--- config.mk ---
export PLATFORM = sky130hd
export DESIGN_NAME = serial_frame_capture
export DESIGN_NICKNAME = d
export VERILOG_FILES = /design/src/rtl/tdmrx_pkg.sv /design/src/rtl/tdmrx_framer.sv /design/src/rtl/tdmrx_deser.sv /design/src/rtl/tdmrx_store.sv /design/src/rtl/serial_frame_capture.sv
export SDC_FILE = /design/constraint.sdc
export NUM_CORES = 2
export LEC_CHECK = 0
export BUFFER_PORTS_ARGS = -buffer_cell sky130_fd_sc_hd__buf_4
export CORE_AREA = 2 2 332 416
export DETAILED_ROUTE_END_ITERATION = 8
export DIE_AREA = 0 0 334 418
export GPL_TIMING_DRIVEN = 1
export PLACE_DENSITY = 0.8
export SLEW_MARGIN = 20
export SYNTH_ARGS = -nofsm -noshare
export SYNTH_HDL_FRONTEND = slang
export SYNTH_HIERARCHICAL = 1
export SYNTH_SLANG_ARGS = --single-unit
--- constraint.sdc ---
create_clock -name clk -period 8 [get_ports clk]
set_clock_uncertainty 0.2 [all_clocks]
set_input_delay 2 -clock clk [delete_from_list [all_inputs] [get_ports clk]]
set_output_delay 2 -clock clk [all_outputs]
set_load 0.005 [all_outputs]
--- src/rtl/tdmrx_pkg.sv ---
package tdmrx_pkg;
   localparam int unsigned DEF_LINES = 8;
   localparam int unsigned DEF_CHANS = 32;
   localparam int unsigned DEF_WIDTH = 8;

   function automatic bit is_pow2(input int unsigned v);
      return (v >= 2) && ((v & (v - 1)) == 0);
   endfunction
endpackage

--- src/rtl/tdmrx_framer.sv ---
module tdmrx_framer #(
   parameter int unsigned CH_W  = 5,
   parameter int unsigned BIT_W = 3,
   localparam int unsigned POS_W = CH_W + BIT_W + 1
) (
   input  logic             clk,
   input  logic             rst_n,
   input  logic             frame_n,
   output logic [POS_W-1:0] pos,
   output logic             smp_en,
   output logic             byte_done,
   output logic             aligned
);
   logic [POS_W-1:0] pos_q;
   logic             frame_q;
   logic             aligned_q;
   logic             restart;

   // restart only on a high-to-low transition of the sampled strobe
   assign restart = frame_q & ~frame_n;

   always_ff @(posedge clk or negedge rst_n) begin
      if (!rst_n) begin
         pos_q     <= '0;
         frame_q   <= 1'b1;
         aligned_q <= 1'b0;
      end else begin
         frame_q <= frame_n;
         if (restart) begin
            pos_q     <= '0;
            aligned_q <= 1'b1;
         end else begin
            pos_q <= pos_q + 1'b1;
         end
      end
   end

   assign pos       = pos_q;
   assign smp_en    = ~pos_q[0];
   assign byte_done = (pos_q[BIT_W:0] == {{BIT_W{1'b1}}, 1'b0});
   assign aligned   = aligned_q;
endmodule

--- src/rtl/tdmrx_deser.sv ---
module tdmrx_deser #(
   parameter int unsigned WIDTH = 8
) (
   input  logic             clk,
   input  logic             rst_n,
   input  logic             smp_en,
   input  logic             rx,
   output logic [WIDTH-1:0] byte_o
);
   logic [WIDTH-2:0] sh_q;

   // the byte including the bit being sampled at this edge
   assign byte_o = {sh_q, rx};

   always_ff @(posedge clk or negedge rst_n) begin
      if (!rst_n)      sh_q <= '0;
      else if (smp_en) sh_q <= byte_o[WIDTH-2:0];
   end
endmodule

--- src/rtl/tdmrx_store.sv ---
module tdmrx_store #(
   parameter int unsigned LINES = 8,
   parameter int unsigned CHANS = 32,
   parameter int unsigned WIDTH = 8,
   localparam int unsigned CH_W   = $clog2(CHANS),
   localparam int unsigned BIT_W  = $clog2(WIDTH),
   localparam int unsigned LN_W   = $clog2(LINES),
   localparam int unsigned ADDR_W = LN_W + CH_W,
   localparam int unsigned DEPTH  = LINES * CHANS,
   localparam int unsigned POS_W  = CH_W + BIT_W + 1
) (
   input  logic                        clk,
   input  logic                        rst_n,
   input  logic [POS_W-1:0]            pos,
   input  logic                        byte_done,
   input  logic                        aligned,
   input  logic [LINES-1:0][WIDTH-1:0] bytes_in,
   input  logic [ADDR_W-1:0]           rd_addr,
   output logic [WIDTH-1:0]            rd_data,
   output logic                        wr_en,
   output logic [ADDR_W-1:0]           wr_addr,
   output logic [WIDTH-1:0]            wr_data
);
   logic [LINES-1:0][WIDTH-1:0] hold_q;
   logic [CH_W-1:0]             hold_ch_q;
   logic                        pend_q;
   logic [BIT_W-1:0]            slot;
   logic                        in_range;
   logic [WIDTH-1:0]            mem [DEPTH];

   assign slot = pos[BIT_W:1];

   generate
      if (LINES == WIDTH) begin : g_full
         assign in_range = 1'b1;
      end else begin : g_part
         assign in_range = (slot < BIT_W'(LINES));
      end
   endgenerate

   always_ff @(posedge clk or negedge rst_n) begin
      if (!rst_n) begin
         hold_q    <= '0;
         hold_ch_q <= '0;
         pend_q    <= 1'b0;
      end else if (byte_done && aligned) begin
         hold_q    <= bytes_in;
         hold_ch_q <= pos[POS_W-1:BIT_W+1];
         pend_q    <= 1'b1;
      end
   end

   assign wr_en   = pend_q & ~pos[0] & in_range;
   assign wr_addr = {slot[LN_W-1:0], hold_ch_q};
   assign wr_data = hold_q[slot[LN_W-1:0]];

   always_ff @(posedge clk) begin
      if (wr_en) mem[wr_addr] <= wr_data;
   end

   assign rd_data = mem[rd_addr];
endmodule

--- src/rtl/serial_frame_capture.sv ---
module serial_frame_capture
   import tdmrx_pkg::*;
#(
   parameter int unsigned LINES = DEF_LINES,
   parameter int unsigned CHANS = DEF_CHANS,
   parameter int unsigned WIDTH = DEF_WIDTH,
   localparam int unsigned CH_W   = $clog2(CHANS),
   localparam int unsigned BIT_W  = $clog2(WIDTH),
   localparam int unsigned LN_W   = $clog2(LINES),
   localparam int unsigned ADDR_W = LN_W + CH_W,
   localparam int unsigned POS_W  = CH_W + BIT_W + 1
) (
   input  logic              clk,
   input  logic              rst_n,
   input  logic              frame_n,
   input  logic [LINES-1:0]  rx,
   input  logic [ADDR_W-1:0] rd_addr,
   output logic [WIDTH-1:0]  rd_data,
   output logic [CH_W-1:0]   chan,
   output logic [BIT_W:0]    phase,
   output logic              wr_en,
   output logic [ADDR_W-1:0] wr_addr,
   output logic [WIDTH-1:0]  wr_data
);
   generate
      if (!is_pow2(LINES)) begin : g_bad_lines
         $error("LINES must be a power of two of at least 2");
      end
      if (!is_pow2(CHANS)) begin : g_bad_chans
         $error("CHANS must be a power of two of at least 2");
      end
      if (!is_pow2(WIDTH)) begin : g_bad_width
         $error("WIDTH must be a power of two of at least 2");
      end
      if (LINES > WIDTH) begin : g_bad_ratio
         $error("LINES may not exceed WIDTH: one write per bit cell");
      end
   endgenerate

   logic [POS_W-1:0]            pos;
   logic                        smp_en;
   logic                        byte_done;
   logic                        aligned;
   logic [LINES-1:0][WIDTH-1:0] cur_bytes;

   tdmrx_framer #(.CH_W(CH_W), .BIT_W(BIT_W)) i_framer (
      .clk       (clk),
      .rst_n     (rst_n),
      .frame_n   (frame_n),
      .pos       (pos),
      .smp_en    (smp_en),
      .byte_done (byte_done),
      .aligned   (aligned)
   );

   for (genvar i = 0; i < LINES; i++) begin : g_line
      tdmrx_deser #(.WIDTH(WIDTH)) i_deser (
         .clk    (clk),
         .rst_n  (rst_n),
         .smp_en (smp_en),
         .rx     (rx[i]),
         .byte_o (cur_bytes[i])
      );
   end

   tdmrx_store #(.LINES(LINES), .CHANS(CHANS), .WIDTH(WIDTH)) i_store (
      .clk       (clk),
      .rst_n     (rst_n),
      .pos       (pos),
      .byte_done (byte_done),
      .aligned   (aligned),
      .bytes_in  (cur_bytes),
      .rd_addr   (rd_addr),
      .rd_data   (rd_data),
      .wr_en     (wr_en),
      .wr_addr   (wr_addr),
      .wr_data   (wr_data)
   );

   assign chan  = pos[POS_W-1:BIT_W+1];
   assign phase = pos[BIT_W:0];
endmodule

==> results.py <==
metrics = {
    "detailed_routing": {
        "num_vias": 45400,
        "drt_iter0_drc": 7357,
        "post-route-drc-count": 0,
        "wl_met2_um": 108000,
        "wl_met3_um": 26800,
        "drtPass1Iterations": 8,
        "wl_per_cell_um": 35.3,
        "avgViaCountPerCell": 7.17,
        "top_layer_used": "met4",
        "drtAntennaViolNets": 0,
        "wl_met1_um": 72500,
        "wirelength_um": 223000,
    },
    "logic_synthesis": {
        "async_flop_share_pct": 6.27,
        "ys_seq_elements": 2185,
        "syn_area_um2": 86100,
        "synth_edf_count": 2048,
        "synth_top_flop_cell": "edfxtp_1",
        "synth_warnings": 6,
        "syn_nets": 4278,
        "synthCells": 4257,
        "yosysUniqueCellTypes": 77,
        "yosysSeqAreaShare_pct": 75.4,
        "syn_area_per_cell_um2": 20.2,
    },
    "timing": {
        "setup_viol": 0,
        "min_period_ns": 7.82,
        "tightest_slew_ns": 1.18,
        "hold_viol": 0,
        "rsz0062_at_grt": "false",
        "period_share_pct": 97.7,
        "slew_viol_final": 0,
        "max_slew_margin_pct": 21.2,
        "fmax_mhz": 128,
    },
    "clock_tree": {
        "cts_hold_buf": 0,
        "cts_setup_buffers": 0,
        "cts.reportedPaths.clkPinSlew_ns": 0.06,
        "clock_path_buffers": 3,
        "clock-sinks": 2185,
        "cts_tree": "yes",
        "cts_buffers": 195,
        "htreeDepth": 4,
        "cts_resized": 0,
        "cts-root-buf": "clkbuf_16",
        "clk_latency_ns": 0.82,
    },
    "die": {
        "initial_utilization_pct": 63.7,
        "fp.dieW_um": 334,
        "fp-row-count": 151,
        "ioPinCount": 53,
        "die_h_um": 418,
        "core_um2": 135000,
        "die-area_um2": 140000,
    },
    "final_layout": {
        "final_core_util_pct": 70.0,
        "postLayoutCellArea_um2": 94700,
        "fillers": 7796,
        "final_cell_mix": "edfxtp_1 (2,048), mux4_2 (427), nor2_1 (283)",
        "layout_commonest_cell": "edfxtp_1",
        "area_growth_pct": 9.98,
        "drive_above_1_share_pct": 24.4,
        "fin_nets": 4424,
    },
    "setup_path": {
        "cp_max_fo": 40,
        "crit_path_end_kind": "output port",
        "crit_required_ns": 5.80,
        "slowest_delay_ns": 0.95,
        "cp-start-kind": "primary input",
        "slowest_stage": "nor4_1",
        "r2r-start": "i_framer/pos[1]",
        "cp-startpoint": "rd_addr[0]",
        "path_class": "primary input to output port",
        "arrival_ns": 5.62,
        "path_cells": "buf_8 -> buf_4 -> mux4_2 -> mux2i_1 -> o22ai_1 -> nor4_1 -> nor4_2 -> buf_4",
        "cp-endpoint": "rd_data[1]",
        "cpLargestDelayFamily": "simple AND/OR/NAND/NOR gates",
        "rr_endpoint": "i_store/mem[91][3]",
        "critical_path_cell_count": 8,
        "worst-path-buf-inv": 3,
        "r2r_cells": 4,
        "r2r_slack_ns": 3.55,
        "path_common_cell": "buf_4",
    },
    "flow_run": {
        "maxCapViolations": 0,
    },
    "global_route": {
        "grt_overflow": 0,
        "antenna_found_initial": 5,
        "grt_pass1_vias": 45400,
        "grt.total_usage_pct": 32.4,
        "grt_pass1_wl_um": 319000,
        "grt_max_degree": 191,
    },
    "placed_design": {
        "place.gp.congestion": 0.933,
        "place_hpwl_um": 137000,
        "port-buffer-count": 52,
        "place_area_um2": 88700,
    },
    "status": {
        "status": "completed",
    },
    "power_and_ir_drop": {
        "pwr_density_cell_nw_per_um2": 284,
        "ir_drop_mv": 0.500,
        "leakage_nw": 31.2,
    },
    "hold_path": {
        "hold_class": "flop to flop",
    },
}
## area by class of cell
| class | count | area (um^2) | share of cell area [%] |
|---|---|---|---|
| flip-flops and latches | 2185 | 64900 | 68.6 |
| multi-input cells | 1791 | 19600 | 20.7 |
| clock buffers | 245 | 5170 | 5.46 |
| well taps | 1759 | 2200 | 2.32 |
| repair buffers | 223 | 1980 | 2.09 |
| clock inverters | 114 | 781 | 0.824 |
| inverters | 7 | 27.5 | 0.0291 |
| diodes | 2 | 5.00 | 0.00528 |
## power breakdown
part	internal, mW	leakage [nW]	switching (mW)
Combinational	0.875	7.70	2.66
Clock	4.80	2.92	4.05
Sequential	14.4	20.6	0.192
## state kept, by name, summed over array words and instances (netlist names)
signal	cells
i_framer/pos	9
i_store/hold_q	64
i_framer/frame_q	1
i_store/hold_ch_q	5
i_framer/aligned	1
i_store/mem	2048
i_store/pend_q	1
g_line.i_deser/sh_q	56
## cell usage after synthesis (4+ instances only)
| cell type | n | area (um^2) |
|---|---|---|
| nor3_1 | 24 | 120 |
| a22o_1 | 11 | 96.3 |
| mux4_2 | 427 | 9620 |
| and3_1 | 4 | 25.0 |
| a211oi_1 | 22 | 165 |
| or2_2 | 7 | 43.8 |
| nand3_1 | 51 | 255 |
| mux2_4 | 56 | 841 |
| nor2_1 | 288 | 1080 |
| a31oi_1 | 14 | 87.6 |
| o31ai_1 | 5 | 37.5 |
| o21ai_0 | 30 | 150 |
| a21oi_1 | 48 | 240 |
| buf_2 | 54 | 270 |
| nor2b_1 | 29 | 181 |
| a221oi_1 | 16 | 140 |
| nand2b_1 | 14 | 87.6 |
| nor4_1 | 15 | 93.8 |
| a311oi_1 | 4 | 35.0 |
| buf_12 | 8 | 160 |
| buf_1 | 19 | 71.3 |
| inv_1 | 6 | 22.5 |
| edfxtp_1 | 2048 | 61500 |
| buf_6 | 40 | 450 |
| o21ai_1 | 4 | 20.0 |
| nand4_1 | 28 | 175 |
| nand2_1 | 82 | 308 |
| mux2i_1 | 251 | 2510 |
| o211ai_1 | 7 | 52.6 |
| a22oi_1 | 76 | 571 |
| dfrtp_1 | 136 | 3400 |
| mux2_2 | 86 | 968 |
| or3_1 | 5 | 31.3 |
| o22ai_1 | 68 | 425 |
| clkbuf_1 | 107 | 402 |
| and2_1 | 17 | 106 |
| buf_4 | 38 | 285 |
| o221ai_1 | 39 | 342 |
| buf_8 | 8 | 120 |
## how the worst min path moves through the flow
stage	start	to	slack, ns	cells past startpoint
after floorplan	i_store/pend_q	i_store/pend_q	0.23	1
after global placement	i_store/pend_q	i_store/pend_q	0.24	1
after detailed placement	i_store/pend_q	i_store/pend_q	0.25	1
after CTS	i_store/pend_q	i_store/pend_q	0.27	1
after global routing	i_store/pend_q	i_store/pend_q	0.29	1
final	i_store/pend_q	i_store/pend_q	0.27	1
## routing by layer
layer / track usage [%] / vias to the layer above
met5: 0 / -
met4: 19.4 / 0
met3: 7.72 / 816
met2: 51.7 / 3647
met1: 40.8 / 23100
li1: - / 17800
## cells by family after synthesis
group | count (synthesis) | synth area share, %
adder cells (fa/ha/maj) | 2 | 0.0291
buffers and inverters | 281 | 2.07
flip-flops | 2185 | 75.4
AND/OR/NAND/NOR | 584 | 3.11
AO/OA/AOI/OAI | 381 | 3.16
XOR/XNOR | 3 | 0.0305
multiplexers | 821 | 16.2
## metrics by stage
stage	power, mW	setup slack [ns]	setup TNS (ns)	hold WS, ns	std cells
2_1_floorplan	16.7	1.92	0	0.226	4257
3_3_place_gp	18.0	-0.0903	-0.0903	0.241	5965
3_5_place_dp	18.2	0.313	0	0.245	5965
4_1_cts	26.9	0.249	0	0.267	6324
5_1_grt	27.6	0.168	0	0.288	6324
6_report	26.9	0.181	0	0.272	6326
No activity file was read; power rests on OpenSTA's default activity.
